===== config.mk =====
export PLATFORM = sky130hd
export DESIGN_NAME = deriv_rate_top
export DESIGN_NICKNAME = d
export VERILOG_FILES = /design/src/rtl/deriv_pkg.sv /design/src/rtl/deriv_history.sv /design/src/rtl/deriv_sdiv.sv /design/src/rtl/deriv_rate_top.sv
export SDC_FILE = /design/constraint.sdc
export NUM_CORES = 1
export LEC_CHECK = 0
export ABC_AREA = 1
export BUFFER_PORTS_ARGS = -buffer_cell sky130_fd_sc_hd__buf_2
export CAP_MARGIN = 0
export CORE_UTILIZATION = 62
export DETAILED_ROUTE_END_ITERATION = 8
export GPL_TIMING_DRIVEN = 1
export PLACE_DENSITY = 0.81
export SETUP_SLACK_MARGIN = 0.2
export SLEW_MARGIN = 10
export SYNTH_ARGS = -nofsm -noshare
export SYNTH_HDL_FRONTEND = slang
export SYNTH_SLANG_ARGS = --single-unit

===== constraint.sdc =====
create_clock -name clk -period 6.5 [get_ports clk]
set_clock_uncertainty 0.15 [all_clocks]
set_input_delay 0.325 -clock clk [delete_from_list [all_inputs] [get_ports clk]]
set_output_delay 0.325 -clock clk [all_outputs]
set_load 0.005 [all_outputs]

===== src/rtl/deriv_pkg.sv =====
package deriv_pkg;
   // scale applied to the period to form the divisor
   localparam int unsigned PERIOD_SCALE = 10;
   // growth of the weighted difference over the sample width
   localparam int unsigned NUM_GUARD    = 3;
   // bits added to the period width by the scale
   localparam int unsigned DEN_GUARD    = 4;

   typedef enum logic {
      DIV_IDLE = 1'b0,
      DIV_RUN  = 1'b1
   } div_state_t;
endpackage


===== src/rtl/deriv_history.sv =====
module deriv_history
   import deriv_pkg::*;
#(
   parameter int unsigned DATA_W = 16,
   parameter int unsigned DEPTH  = 4,
   localparam int unsigned NUM_W = DATA_W + NUM_GUARD
) (
   input  logic                     clk,
   input  logic                     rst_n,
   input  logic                     clear,
   input  logic                     shift,
   input  logic signed [DATA_W-1:0] sample,
   output logic signed [NUM_W-1:0]  num
);

   generate
      if (DEPTH != 4) begin : g_bad_depth
         $error("deriv_history: the weighted difference needs exactly four taps");
      end
      if (DATA_W < 2) begin : g_bad_width
         $error("deriv_history: DATA_W must be at least 2");
      end
   endgenerate

   // tap[0] is the live sample, tap[k] is the sample k periods back
   logic signed [DATA_W-1:0] tap [DEPTH];
   assign tap[0] = sample;

   genvar k;
   generate
      for (k = 1; k < DEPTH; k++) begin : g_stage
         always_ff @(posedge clk) begin
            if (!rst_n || clear) begin
               tap[k] <= '0;
            end else if (shift) begin
               tap[k] <= tap[k-1];
            end
         end
      end
   endgenerate

   logic signed [NUM_W-1:0] e0, e1, e2, e3, d03;
   assign e0  = tap[0];
   assign e1  = tap[1];
   assign e2  = tap[2];
   assign e3  = tap[3];
   assign d03 = e0 - e3;
   assign num = d03 + (d03 <<< 1) + e1 - e2;

   // a clear leaves every stored tap at zero
   assert_clear_zero_R5: assert property (@(posedge clk) disable iff (!rst_n)
      clear |=> (tap[1] == '0 && tap[2] == '0 && tap[3] == '0));

   // the newest stored tap is the sample captured at the shift
   assert_shift_capture_R1: assert property (@(posedge clk) disable iff (!rst_n)
      (shift && !clear) |=> (tap[1] == $past(sample)));

endmodule


===== src/rtl/deriv_sdiv.sv =====
module deriv_sdiv
   import deriv_pkg::*;
#(
   parameter int unsigned NUM_W = 19,
   parameter int unsigned DEN_W = 12,
   localparam int unsigned CNT_W = $clog2(NUM_W)
) (
   input  logic                    clk,
   input  logic                    rst_n,
   input  logic                    start,
   input  logic signed [NUM_W-1:0] num,
   input  logic        [DEN_W-1:0] den,
   output logic                    busy,
   output logic                    done,
   output logic signed [NUM_W-1:0] quo
);

   generate
      if (NUM_W < 2) begin : g_bad_num
         $error("deriv_sdiv: NUM_W must be at least 2");
      end
      if (DEN_W < 2) begin : g_bad_den
         $error("deriv_sdiv: DEN_W must be at least 2");
      end
   endgenerate

   div_state_t           state;
   logic [CNT_W-1:0]     cnt;
   logic [DEN_W-1:0]     rem;
   logic [DEN_W-1:0]     den_r;
   logic [NUM_W-1:0]     qsr;
   logic                 neg;

   logic [NUM_W-1:0]     mag;
   logic [DEN_W:0]       trial;
   logic                 ge;
   logic [DEN_W:0]       diff;
   logic [NUM_W-1:0]     qnext;

   assign mag   = num[NUM_W-1] ? NUM_W'(-num) : NUM_W'(num);
   assign trial = {rem, qsr[NUM_W-1]};
   assign ge    = trial >= {1'b0, den_r};
   assign diff  = trial - {1'b0, den_r};
   assign qnext = {qsr[NUM_W-2:0], ge};
   assign busy  = (state == DIV_RUN);

   always_ff @(posedge clk) begin
      if (!rst_n) begin
         state <= DIV_IDLE;
         cnt   <= '0;
         rem   <= '0;
         den_r <= '0;
         qsr   <= '0;
         neg   <= 1'b0;
         done  <= 1'b0;
         quo   <= '0;
      end else begin
         done <= 1'b0;
         case (state)
            DIV_IDLE: begin
               if (start) begin
                  state <= DIV_RUN;
                  cnt   <= '0;
                  rem   <= '0;
                  den_r <= den;
                  qsr   <= mag;
                  neg   <= num[NUM_W-1];
               end
            end
            DIV_RUN: begin
               qsr <= qnext;
               rem <= ge ? diff[DEN_W-1:0] : trial[DEN_W-1:0];
               cnt <= cnt + 1'b1;
               if (cnt == CNT_W'(NUM_W - 1)) begin
                  state <= DIV_IDLE;
                  done  <= 1'b1;
                  quo   <= neg ? -$signed(qnext) : $signed(qnext);
               end
            end
            default: state <= DIV_IDLE;
         endcase
      end
   end

   // completion is a single-cycle pulse
   assert_done_pulse_R3: assert property (@(posedge clk) disable iff (!rst_n)
      done |=> !done);

   // the quotient moves only together with the completion pulse
   assert_quo_stable_R3: assert property (@(posedge clk) disable iff (!rst_n)
      !done |=> (done || $stable(quo)));

   // a completion is always preceded by a busy cycle
   assert_done_after_busy_R3: assert property (@(posedge clk) disable iff (!rst_n)
      done |-> $past(busy));

   // the divider is never started with a zero divisor
   assert_den_nonzero_R7: assert property (@(posedge clk) disable iff (!rst_n)
      start |-> (den != '0));

endmodule


===== src/rtl/deriv_rate_top.sv =====
module deriv_rate_top
   import deriv_pkg::*;
#(
   parameter int unsigned DATA_W = 16,
   parameter int unsigned PER_W  = 8,
   localparam int unsigned OUT_W = DATA_W + NUM_GUARD,
   localparam int unsigned DEN_W = PER_W + DEN_GUARD
) (
   input  logic                     clk,
   input  logic                     rst_n,
   input  logic                     run,
   input  logic                     sample_stb,
   input  logic signed [DATA_W-1:0] sample_in,
   input  logic        [PER_W-1:0]  period_in,
   output logic signed [OUT_W-1:0]  rate_out,
   output logic                     rate_valid,
   output logic                     busy,
   output logic                     overrun,
   output logic                     zero_err
);

   generate
      if (PER_W < 1) begin : g_bad_per
         $error("deriv_rate_top: PER_W must be at least 1");
      end
   endgenerate

   logic                    accept;
   logic                    zero_p;
   logic                    collide;
   logic signed [OUT_W-1:0] num;
   logic        [DEN_W-1:0] den;

   assign accept  = run && sample_stb && !busy;
   assign collide = run && sample_stb && busy;
   assign zero_p  = (period_in == '0);
   assign den     = DEN_W'(period_in) * DEN_W'(PERIOD_SCALE);

   deriv_history #(
      .DATA_W (DATA_W),
      .DEPTH  (4)
   ) u_hist (
      .clk    (clk),
      .rst_n  (rst_n),
      .clear  (!run),
      .shift  (accept),
      .sample (sample_in),
      .num    (num)
   );

   deriv_sdiv #(
      .NUM_W (OUT_W),
      .DEN_W (DEN_W)
   ) u_div (
      .clk   (clk),
      .rst_n (rst_n),
      .start (accept && !zero_p),
      .num   (num),
      .den   (den),
      .busy  (busy),
      .done  (rate_valid),
      .quo   (rate_out)
   );

   always_ff @(posedge clk) begin
      if (!rst_n) begin
         overrun  <= 1'b0;
         zero_err <= 1'b0;
      end else begin
         if (collide) overrun <= 1'b1;
         if (accept)  zero_err <= zero_p;
      end
   end

   // with run low and the divider idle, no result can appear
   assert_run_low_idle_R4: assert property (@(posedge clk) disable iff (!rst_n)
      (!run && !busy) |=> !rate_valid);

   // a strobe during a division raises overrun
   assert_collide_flag_R6: assert property (@(posedge clk) disable iff (!rst_n)
      (run && sample_stb && busy) |=> overrun);

   // overrun never falls outside reset
   assert_overrun_sticky_R6: assert property (@(posedge clk) disable iff (!rst_n)
      overrun |=> overrun);

   // a zero period flags an error and starts nothing
   assert_zero_period_R7: assert property (@(posedge clk) disable iff (!rst_n)
      (accept && zero_p) |=> (zero_err && !busy));

   // a good strobe makes the divider busy on the next cycle
   assert_start_busy_R3: assert property (@(posedge clk) disable iff (!rst_n)
      (accept && !zero_p) |=> busy);

endmodule


# ---- Yosys cells after proc, flatten, opt, wreduce, memory -nomap -nowiden
# Cells that the tools add are included.
dict set report op_classes {
  multipliers 1
  n_lt_le_gt_ge 1
  addsub 8
  eq_ne 2
  bitwise 1
  n_mux 13
  reduce_logical 13
}
# cell count
set op_table {}
lappend op_table {{$mux W19} 3}
lappend op_table {{$neg A19 Y19} 2}
lappend op_table {{$pmux W19 S2} 1}
lappend op_table {{$mux W12} 2}
lappend op_table {{$pmux W12 S2} 1}
lappend op_table {{$add A19 B16 Y19} 1}
lappend op_table {{$add A19 B19 Y19} 1}
lappend op_table {{$sub A19 B16 Y19} 1}
lappend op_table {{$sub A16 B16 Y17} 1}
lappend op_table {{$ge A13 B12 Y1} 1}
lappend op_table {{$sub A12 B12 Y12} 1}
lappend op_table {{$mul A8 B3 Y11 const B} 1}
lappend op_table {{$pmux W5 S2} 1}
lappend op_table {{$logic_not A8 Y1} 1}
lappend op_table {{$reduce_and A2 Y1} 3}
lappend op_table {{$add A5 B1 Y5 const B} 1}
lappend op_table {{$eq A5 B5 Y1 const B} 1}
lappend op_table {{$mux W5} 1}
lappend op_table {{$logic_and A1 B1 Y1} 4}
lappend op_table {{$logic_not A1 Y1} 4}
lappend op_table {{$mux W1} 3}
lappend op_table {{$ne A2 B1 Y1 const B} 1}
lappend op_table {{$pmux W1 S2} 1}
lappend op_table {{$logic_or A1 B1 Y1} 1}
lappend op_table {{$not A1 Y1} 1}
dict set report word_totals {
  output_inout_bits 23
  wordCells 52
  ff_bits 119
  input_bits 28
}

# ---- Logic depth before layout (Yosys ltp)
# Gate-level depths: netlist of the first run.
dict set report logic_depth {
  word_depth 8
  depth_mapped 35
}

# ---- Modules after synthesis
# From an unflattened synthesis of the first run, not the netlist that was laid out.
dict set report hier_totals {
  cells_unflattened 1301
  hier_area_um2 9155.0
}
# module cells_each area_each_um2 instances
set by_module_without_submodules {}
lappend by_module_without_submodules {deriv_history 603 4416.7 1}
lappend by_module_without_submodules {deriv_sdiv 625 4257.8 1}
lappend by_module_without_submodules {deriv_rate_top 73 480.5 1}

# ---- Worst setup path after synthesis of the first run
# Ideal clock, no wire load.
dict set report synth_path {
  path_type {input-to-reg}
  startpoint {in sample_in[0]}
  endpoint {reg u_div.qsr[14]}
  arrival_time_ps 4393
  setup_slack_ps 1829
  path_stages 26
  setup_ps 128
  path_buffers 2
  t_required_ps 6222
  path_cell_list {inv_1 -> ha_1 -> fa_1 -> nand3b_1 -> nand2_2 -> nand2_1 -> a21oi_1 -> nor2_1 -> xor2_1 -> inv_1 -> fa_1 -> inv_1 -> fa_1 -> inv_1 -> ha_1 -> nand2_1 -> nor2_1 -> nand2_1 -> o311ai_2 -> nand3_1 -> nand2_1 -> buf_6 -> buf_6 -> nand3_1 -> a31oi_1 -> nor2_1}
}
dict set report synth_between {
  elab_chain_cells 8
}
# element line_no
set synth_rtl {}
lappend synth_rtl {{from (decl)} deriv_rate_top.sv:13} ;# input logic signed [DATA_W-1:0] sample_in,
lappend synth_rtl {{$sub A16 B16 Y17 (*)} deriv_history.sv:47} ;# assign d03 = e0 - e3;
lappend synth_rtl {{$add A19 B19 Y19 (*)} deriv_history.sv:48} ;# assign num = d03 + (d03 <<< 1) + e1 - e2;
lappend synth_rtl {{$add A19 B16 Y19 (*)} deriv_history.sv:48}
lappend synth_rtl {{$sub A19 B16 Y19 (*)} deriv_history.sv:48}
lappend synth_rtl {{$neg A19 Y19} deriv_sdiv.sv:40} ;# assign mag = num[NUM_W-1] ? NUM_W'(-num) : NUM_W'(num);
lappend synth_rtl {{$mux W19 (*)} deriv_sdiv.sv:40}
lappend synth_rtl {{$mux W19 (*)} deriv_sdiv.sv:61} ;# if (start) begin
lappend synth_rtl {{$pmux W19 S2 (*)} deriv_sdiv.sv:59} ;# case (state)
lappend synth_rtl {{to (signal assigned)} deriv_sdiv.sv:66} ;# qsr <= mag;
lappend synth_rtl {{to (signal assigned)} deriv_sdiv.sv:71} ;# qsr <= qnext;
lappend synth_rtl {{to (decl)} deriv_sdiv.sv:31} ;# logic [NUM_W-1:0] qsr;
# Every way passes the cells marked *; elsewhere a longest branch is shown, timed or not. The select of a mux whose other input is x is not followed.
# A chain may end at the register's enable or synchronous reset.

# ---- Worst setup path after layout of the first run
dict set report layout_path {
  startpoint {in sample_in[2]}
  endpoint {reg u_div.qsr[4]}
}
# Same word-level chain as after synthesis.

==> summary.txt, run 1 <==
Finish
  • Share of cells above drive strength 1: 9.118%
  • Most frequent cells in the layout: nand2_1, inv_1, a21oi_1, dfxtp_1, o21ai_0
  • Most common library cell in the layout ignoring fill and taps: nand2_1
  • Finished Cell Area: 9893 µm²
  • Synth-to-Final Area Change: 10.74%
  • Final #Nets: 1,476
  • # diodes: 0
  • Layout Utilization: 70.72%
  • Post-layout instance count excluding filler cells: 1,540

Drt
  • Via count: 8,325
  • DR WL/cell: 13.25 µm
  • DRT iter0 DRCs: 545
  • Vias/cell: 5.406
  • Post-route ant nets: 0
  • Post-Route WL: 20,400 µm
  • DRC Markers: 0
  • DRT Pass-1 Iters: 8

Synth
  • Post-synth EDFFs: 0
  • Mapped Cells: 1,308
  • Sequential fraction of the synthesis area: 26.67%
  • Asr flop ratio synth: 0%
  • Post-synth net total: 1,435
  • Synth Cell Area: 8934 µm²
  • Average size of a mapped cell: 6.830 µm²
  • Total number of yosys warnings: 0
  • Synth Register Bits: 119
  • Primary FF master, synth: dfxtp_1
  • Distinct cells, synth: 45

GRT
  • Largest net degree at the start of global routing: 52
  • GRT Total Usage: 29.19%
  • First-pass GRT wire length: 34,540 µm
  • Vias in the first global route: 7,709
  • Initial antenna violation count: 0
  • Total congestion overflow: 0

Worst setup path
  • CP Max Fanout: 29
  • Worst setup EP type: register
  • Type of the worst setup path: in2reg
  • Critical path arrival: 5800 ps
  • Setup crit start kind: input pin
  • Critical-path top delay cell: dlygate4sd3_1
  • Worst Path Required: 6650 ps
  • Crit path largest cell delay: 560 ps
  • CP dominant cell by count: nand2_1

Timing
  • Max_slew headroom: 25.54%
  • Max Transition Viols Final: 0
  • Hold Worst Slack: 47.66 ps
  • PnR worst setup slack: 846.9 ps
  • Finish-stage setup viols: 0
  • Fmax: 176.9 MHz
  • Worst-Margin Slew: 1116 ps
  • Crit path time final: 5653 ps
  • Fin. Hold Viols: 0
  • Final period util: 86.97%
  • Final setup TNS: 0 ps
  • Unrepaired setup endpoints after global routing: no

Pwr
  • Final total power: 4.516 mW
  • Worst IR Drop VDD: 0.2960 mV
  • Lkg Pwr: 4.799 nW
  • Power Dens Cells: 456.5 nW/µm²

Clock tree
  • Bufs on Longest Clock Path: 2
  • Clk root buf: clkbuf_16
  • CTS Buf Count: 17
  • Clock latency on the worst-skew pair: 430 ps
  • Clock Sinks: 119
  • CTS clk-pin slew, worst paths: 50 ps
  • H-tree depth: 4
  • CTS tree: done

Floorplanning
  • Core area: 13,990 µm²
  • Row count: 43
  • Die H: 122.0 µm
  • Starting Density: 63.86%
  • DIE WIDTH: 122.0 µm
  • Ports: 51
  • Total die area: 14,890 µm²

Status
  • Status: finished, final reports clean

Place
  • Dpl cell area: 9308 µm²
  • Placed cell count: 1,507
  • DP HPWL: 14,880 µm
  • Pre-CTS WS: 782.6 ps
  • IO buf count: 50
  • RePlAce Congestion: 0.9156

Worst hold path
  • HP Class: in2reg

Job
  • Number of max-cap violations: 0
==> power by group <==
group	switching (mW)	total, mW	internal [mW]
clock	0.318	0.888	0.569
combinational	1.80	2.74	0.941
sequential	0.0763	0.892	0.815
==> metal layers <==
layer / GRT usage (%) / wire length (µm)
met2: 49.72 / 9620
met1: 36.00 / 9460
met4: 11.27 / 463
met3: 5.899 / 860
met5: 0 / 0
==> state kept, by name, summed over array words and instances, names as in the netlist <==
signal / flops
overrun: 1
u_div.busy: 1
u_div.cnt: 5
u_div.den_r: 11
u_div.done: 1
u_div.neg: 1
u_div.qsr: 19
u_div.quo: 19
u_div.rem: 12
u_hist.e1: 16
u_hist.e2: 16
u_hist.e3: 16
zero_err: 1
==> kinds of logic (layout without fill, tap and decap cells) <==
group           after synthesis  count (layout)  synth area share [%]
compound gates              279             279                 17.06
xor+xnor                     43              43                 4.216
fa+ha+maj                    99              99                 16.64
buf+inv                     280             332                 11.96
flops                       119             119                 26.67
simple gates                488             488                 23.46
==> worst max-delay path, delay by kind of cell <==
family	cells	cell delay (ps)
AO/OA/AOI/OAI	4	760
XOR/XNOR	1	200
adder cells (fa/ha/maj)	4	1710
buffers and inverters	5	960
AND/OR/NAND/NOR	15	1870
==> synthesized netlist by cell type (3+ instances only) <==
cell type  number  share of area [%]
a21oi_1       129                7.2
a31o_2          3               0.29
a31oi_1         9               0.63
and2_1          3               0.21
clkbuf_1       33                1.4
dfxtp_1       119                 27
fa_1           33                7.4
ha_1           66                9.2
inv_1         236                9.9
inv_2           3               0.13
nand2_1       274                 12
nand2_2        12               0.84
nand3_1        67                3.8
nand3b_1        5               0.42
nand4_1        15                1.1
nor2_1         79                3.3
nor2_2          7               0.49
nor3_1         15               0.84
o211ai_1        4               0.34
o21ai_0        98                5.5
o221ai_1        4               0.39
o22ai_1        16                1.1
or2_2           5               0.35
xnor2_1        11                1.1
xor2_1         32                3.1
==> what timing repair did <==
action | 4_1_cts | 5_1_grt
endpoints found under the hold margin | 3 | 0
hold buffers | 3 | 0
endpoints found under the setup margin | 0 | 10
buffers inserted | 0 | 0
resized for setup | 0 | 1
==> final timing paths <==
path / startpoint / endpoint / slack, ps / depth (start not counted)
max: sample_in[2] / u_div.qsr[4] / 850 / 29
min: sample_in[13] / u_hist.e1[13] / 50 / 3
max reg2reg: u_hist.e3[2] / u_div.qsr[4] / 1090 / 28
min reg2reg: u_hist.e3[8] / u_hist.e3[8] / 310 / 2
==> layout make-up <==
type,count,area [µm²]
fillers,1196,4095
repair buffers,61,340.3
clock inverters,3,40.04
well taps,180,225.2
clock buffers,27,513.0
inverters,241,904.6
multi-input cells,909,5488
flip-flops and latches,119,2382
(Power assumes the default switching activity.)
==> run 2, diff against run 1 <==
--- a/config.mk
+++ b/config.mk
@@ -8,10 +8,10 @@
 export ABC_AREA = 1
 export BUFFER_PORTS_ARGS = -buffer_cell sky130_fd_sc_hd__buf_2
 export CAP_MARGIN = 0
-export CORE_UTILIZATION = 62
+export CORE_UTILIZATION = 63
 export DETAILED_ROUTE_END_ITERATION = 8
 export GPL_TIMING_DRIVEN = 1
-export PLACE_DENSITY = 0.81
+export PLACE_DENSITY = 0.82
 export SETUP_SLACK_MARGIN = 0.2
 export SLEW_MARGIN = 10
 export SYNTH_ARGS = -nofsm -noshare
==> run 2 against run 1 <==
Against the previous run:
- core utilization increased by 0.42 points
- worst setup slack worse by 48 ps
- die area fell by 1.6%
- first-iteration DRC count shrank 6.1%
- power increased by 0.26%
- design area shrank 0.18%
- routed wire length rose by 0.41%
- critical path type unchanged
- maximum frequency fell by 0.83%
==> summary.txt, run 2 (synthesis results as in run 1) <==
Place
  • RePlAce Congestion: 0.8968 (-2.1%)
  • IO buf count: 50 (unchanged)
  • DP HPWL: 14,930 µm (+0.34%)
  • Dpl cell area: 9300 µm² (about the same)

Finish
  • Final #Nets: 1,474 (-0.14%)
  • Synth-to-Final Area Change: 10.55%
  • Finished Cell Area: 9876 µm² (-0.18%)
  • # diodes: 0 (unchanged)
  • Most common library cell in the layout ignoring fill and taps: nand2_1
  • Share of cells above drive strength 1: 9.057% (-0.060 points)
  • Most frequent cells in the layout: nand2_1, inv_1, a21oi_1, dfxtp_1, o21ai_0
  • Biggest regs: u_div.qsr (19), u_div.quo (19)

Clock tree
  • Clock latency on the worst-skew pair: 430 ps (about the same)
  • CTS Buf Count: 17 (unchanged)
  • Bufs on Longest Clock Path: 2 (unchanged)
  • CTS clk-pin slew, worst paths: 50 ps (about the same)
  • H-tree depth: 4 (unchanged)
  • Clk root buf: clkbuf_16
  • Clock Sinks: 119 (unchanged)
  • CTS tree: done
  • Postcts setup bufs: 0 (unchanged)

Drt
  • DRT iter0 DRCs: 512 (-6.1%)
  • Post-Route WL: 20,490 µm (+0.41%)
  • DR WL/cell: 13.32 µm (+0.54%)
  • Via count: 8,453 (+1.5%)
  • Post-route ant nets: 0 (unchanged)
  • DRC Markers: 0 (unchanged)
  • DRT Pass-1 Iters: 7 (-1)
  • Vias/cell: 5.496 (+1.7%)

Timing
  • Hold Worst Slack: 13.60 ps (-34.06 ps)
  • Final setup TNS: 0 ps (unchanged)
  • Fin. Hold Viols: 0 (unchanged)
  • Max Transition Viols Final: 0 (unchanged)
  • Unrepaired setup endpoints after global routing: no
  • Final period util: 87.70% (+0.73 points)
  • Worst-Margin Slew: 1073 ps (-43.00 ps)
  • Max_slew headroom: 28.41% (+2.9 points)
  • Crit path time final: 5701 ps (+47.53 ps)
  • Fmax: 175.4 MHz (-0.83%)
  • Finish-stage setup viols: 0 (unchanged)

Worst setup path
  • Crit path largest cell delay: 530 ps (-30 ps)
  • Critical-path top delay cell: dlygate4sd3_1
  • CP Max Fanout: 29 (unchanged)
  • Worst setup EP type: register
  • Setup crit start kind: input pin
  • Worst Path Required: 6640 ps (about the same)
  • CP dominant cell by count: nand2_1
  • Buf/Inv on CP: 5 (unchanged)
  • Type of the worst setup path: in2reg
  • CP top delay family: simple AND/OR/NAND/NOR gates
  • Critical path arrival: 5840 ps (+40 ps)
  • FF-to-FF setup slack: 1010 ps (-80 ps)

GRT
  • GRT Total Usage: 29.83% (+0.64 points)
  • Initial antenna violation count: 0 (unchanged)
  • First-pass GRT wire length: 34,980 µm (+1.3%)
  • Largest net degree at the start of global routing: 53 (+1.9%)
  • Vias in the first global route: 7,747 (+0.49%)
  • Total congestion overflow: 0 (unchanged)

Floorplanning
  • Core area: 13,880 µm² (-0.77%)
  • DIE WIDTH: 121.1 µm (-0.78%)
  • Ports: 51 (unchanged)
  • Die H: 121.1 µm (-0.78%)
  • Starting Density: 64.36% (+0.50 points)
  • Total die area: 14,660 µm² (-1.6%)
  • Row count: 43 (unchanged)

Pwr
  • Lkg Pwr: 4.789 nW (-0.20%)
  • Power Dens Cells: 458.5 nW/µm² (+0.44%)
  • Worst IR Drop VDD: 0.2996 mV (+1.2%)

Job
  • Number of max-cap violations: 0 (unchanged)

Worst hold path
  • HP Class: in2reg

Status
  • Status: finished, final reports clean
-- run 2: cell types whose count changed in the layout (fill, tap and decap cells not counted), sizes merged --
| cell | change |
|---|---|
| dlygate4sd3 | -1 |
| buf | -1 |
-- run 2: worst reg2reg max path: cells and delay by family (launching register included) --
kind,cells,cell delay [ps]
buf+inv,4,300
compound gates,4,810
xor+xnor,1,190
simple gates,15,1870
flops,1,300
fa+ha+maj,4,1730
-- run 2: repair_timing --
item | in CTS | in global routing
hold buffers | 2 | 0
gates resized for setup | 0 | 1
endpoints found under the setup margin | 0 | 11
hold endpoints to repair | 2 | 0
-- run 2: routing by layer --
metal  routed length [µm]  share of wire (%)  GRT usage [%]  vias up
met1                 9090                 44          36.81     3883
met3                 1084                5.3          6.156       34
met5                    0                  0              0        -
met2                 9924                 48          51.82      242
met4                  389                1.9          9.259        0
li1                     -                  -              -     4294
-- run 2: path summary, 6_finish.rpt --
kind / from / end / cells after the start
min: period_in[0] / u_div.den_r[1] / 3
min reg2reg: u_div.quo[13] / u_div.quo[13] / 2
max reg2reg: u_hist.e3[2] / u_div.qsr[17] / 28
max: sample_in[2] / u_div.qsr[17] / 29
-- run 2: report_power, final --
group | switching [mW] | internal, mW | leakage, nW
clock | 0.315 | 0.570 | 0.273
combinational | 1.81 | 0.945 | 3.55
sequential | 0.0767 | 0.815 | 0.967
-- run 2: stage by stage --
stage,power [mW],util (%),worst slack [ps],cells
after floorplan,3.098,-,1829,1308
after global placement,3.528,67.00,925.9,1506
after detailed placement,3.603,67.00,737.3,1506
after CTS,4.517,71.13,631.6,1538
after global routing,4.985,71.15,339.0,1538
final,4.528,71.15,799.4,1538
-- run 2: cell type report --
type	instances	area, µm²
Inverter	241	904.6
Timing Repair Buffer	59	322.8
Multi-Input combinational cell	909	5488
Sequential cell	119	2382
Clock buffer	27	513.0
Fill cell	1198	4005
Tap cell	180	225.2
Clock inverter	3	40.04
==> run 3, diff against run 2 <==
==> constraint.sdc (replaced) <==
create_clock -name clk -period 6.5 [get_ports clk]
set_clock_uncertainty 0.15 [all_clocks]
set_input_delay 1.3 -clock clk [delete_from_list [all_inputs] [get_ports clk]]
set_output_delay 1.3 -clock clk [all_outputs]
set_load 0.005 [all_outputs]
==> run 3 against run 2 <==
Against the previous run:
- via count fell by 1.4%
- global-route usage fell by 0.26 points
- flip-flop and latch count did not move
- worst setup slack got worse by 170 ps
- highest routed layer unchanged
- first-iteration DRC count rose by 23%
- largest power group unchanged
- critical path depth fell by 2
- maximum frequency fell by 3.0%
- critical endpoint unchanged
- routed wire length fell by 1.2%
- cell count barely moved
==> summary.txt, run 3 (synthesis results as in run 1) <==
Status
  • Status: finished, final reports clean

Worst hold path
  • Min-Delay Startpoint: u_div.quo[2]
  • HP Class: reg2reg

Finish
  • Most common library cell in the layout ignoring fill and taps: nand2_1
  • Synth-to-Final Area Change: 11.48%
  • Final #Nets: 1,474 (unchanged)
  • Most frequent cells in the layout: nand2_1, inv_1, a21oi_1, dfxtp_1, o21ai_0
  • Share of cells above drive strength 1: 9.419% (+0.36 points)
  • Biggest regs: u_div.qsr (19), u_div.quo (19)
  • # diodes: 0 (unchanged)
  • Post-layout instance count excluding filler cells: 1,539 (+0.065%)

Timing
  • PnR worst setup slack: 626.0 ps (-173.4 ps)
  • Final setup TNS: 0 ps (unchanged)
  • Max Transition Viols Final: 0 (unchanged)
  • Unrepaired setup endpoints after global routing: no
  • Max_slew headroom: 27.59% (-0.83 points)
  • Final period util: 90.37% (+2.7 points)
  • Finish-stage setup viols: 0 (unchanged)
  • Fin. Hold Viols: 0 (unchanged)
  • Fmax: 170.2 MHz (-3.0%)
  • Crit path time final: 5874 ps (+173.4 ps)
  • Worst-Margin Slew: 1085 ps (+12.39 ps)

Drt
  • Post-route ant nets: 0 (unchanged)
  • DRC Markers: 0 (unchanged)
  • DRT Pass-1 Iters: 6 (-1)
  • Vias/cell: 5.416 (-1.5%)
  • DR WL/cell: 13.16 µm (-1.2%)
  • DRT iter0 DRCs: 628 (+23%)
  • Post-Route WL: 20,250 µm (-1.2%)
  • Via count: 8,335 (-1.4%)

Worst setup path
  • Worst Path Required: 6700 ps (+60 ps)
  • Critical R2R Launch: u_hist.e3[0]
  • Worst setup EP type: register
  • Critical path arrival: 6080 ps (+240 ps)
  • Type of the worst setup path: in2reg
  • CP Max Fanout: 26 (-10%)
  • Setup crit start kind: input pin
  • Worst setup path start: sample_in[0]

Clock tree
  • Postcts setup bufs: 0 (unchanged)
  • Clk root buf: clkbuf_16
  • CTS tree: done
  • CTS Hold Bufs: 0 (-2)
  • Clock Sinks: 119 (unchanged)
  • Clock latency on the worst-skew pair: 430 ps (about the same)
  • CTS Buf Count: 17 (unchanged)
  • H-tree depth: 4 (unchanged)
  • Post-CTS sizing: 0 (unchanged)
  • CTS clk-pin slew, worst paths: 50 ps (about the same)
  • Bufs on Longest Clock Path: 2 (unchanged)

Pwr
  • Sequential power share: 19.2% (-0.5 points)
  • Lkg Pwr: 4.834 nW (+0.94%)
  • Internal power: 2.454 mW (+5.3%)
  • Worst IR Drop VDD: 0.3137 mV (+4.7%)
  • Power Dens Cells: 466.4 nW/µm² (+1.7%)
  • Final total power: 4.645 mW (+2.6%)
  • Comb pwr share: 59.2% (-1.5 points)
  • P_sw: 2.191 mW (-0.31%)
  • Net Sw Frac: 47.16% (-1.4 points)
  • Clock group share of total power: 21.7% (+2.2 points)

Floorplanning
  • Die H: 121.1 µm (unchanged)
  • Starting Density: 64.36% (unchanged)
  • Core area: 13,880 µm² (unchanged)
  • Ports: 51 (unchanged)
  • DIE WIDTH: 121.1 µm (unchanged)
  • Total die area: 14,660 µm² (unchanged)
  • Row count: 43 (unchanged)

GRT
  • Initial antenna violation count: 0 (unchanged)
  • Vias in the first global route: 7,847 (+1.3%)
  • Largest net degree at the start of global routing: 52 (-1.9%)
  • GRT Total Usage: 29.57% (-0.26 points)
  • First-pass GRT wire length: 34,580 µm (-1.2%)
  • Total congestion overflow: 0 (unchanged)

Job
  • Number of max-cap violations: 0 (unchanged)

Place
  • Placed cell count: 1,508 (+0.13%)
  • IO buf count: 50 (unchanged)
  • DP HPWL: 14,660 µm (-1.8%)
  • Pre-CTS WS: 231.0 ps (-506.4 ps)
  • RePlAce Congestion: 0.8878 (-1.0%)
run 3: critical path: stages:
cell      delay [ps]
buf_2             80
inv_1             30
ha_1             230
fa_1             410
nand3b_1         190
nand2_2          120
nand2_1          100
a21oi_1          190
nor2_1            90
xor2_1           230
inv_1            100
fa_1             510
inv_1             50
fa_1             490
inv_1             40
ha_1             360
nand2_1          120
nor2_1           210
nand2_1          110
o311ai_2         250
nand3_1          100
nand2_1          190
buf_12           190
nand3_1           90
nand3_1           80
nand2_1           80
a21oi_1          130
run 3: layer usage:
layer  vias up  share of wire, %  track usage [%]
li1       4291                 -                -
met1      3789                45            36.46
met2       222                48            50.64
met3        33               4.7            5.639
met4         0               2.0            11.65
met5         -                 0                0
run 3: final timing paths:
path,to,slack (ps),cells after the start
min,u_div.quo[2],310,2
max reg2reg,u_div.qsr[17],1300,25
min reg2reg,u_div.quo[2],310,2
max,u_div.qsr[17],630,27
run 3: cell type report:
type	count	area [µm²]
clock buffer	23	488.0
clock inverter	8	143.9
fill	1155	3921
inverter	241	904.6
multi-input combinational	909	5485
sequential	119	2382
tap	180	225.2
timing repair buffer	59	330.3
run 3: power groups by stage:
stage	Sequential (mW)	Combinational [mW]	Clock, mW
floorplan	0.879	2.22	0
global placement	0.899	2.65	0
detailed placement	0.900	2.70	0
CTS	0.887	2.73	1.02
global route	0.900	3.15	1.05
finish	0.890	2.75	1.01
run 3: stage by stage:
stage	hold slack (ps)	cell area, µm²	utilization [%]
2_1_floorplan	283.0	8934	-
3_3_place_gp	291.1	9328	67.20
3_5_place_dp	299.3	9328	67.20
4_1_cts	314.8	9960	71.75
5_1_grt	334.7	9960	71.75
6_report	310.4	9960	71.75
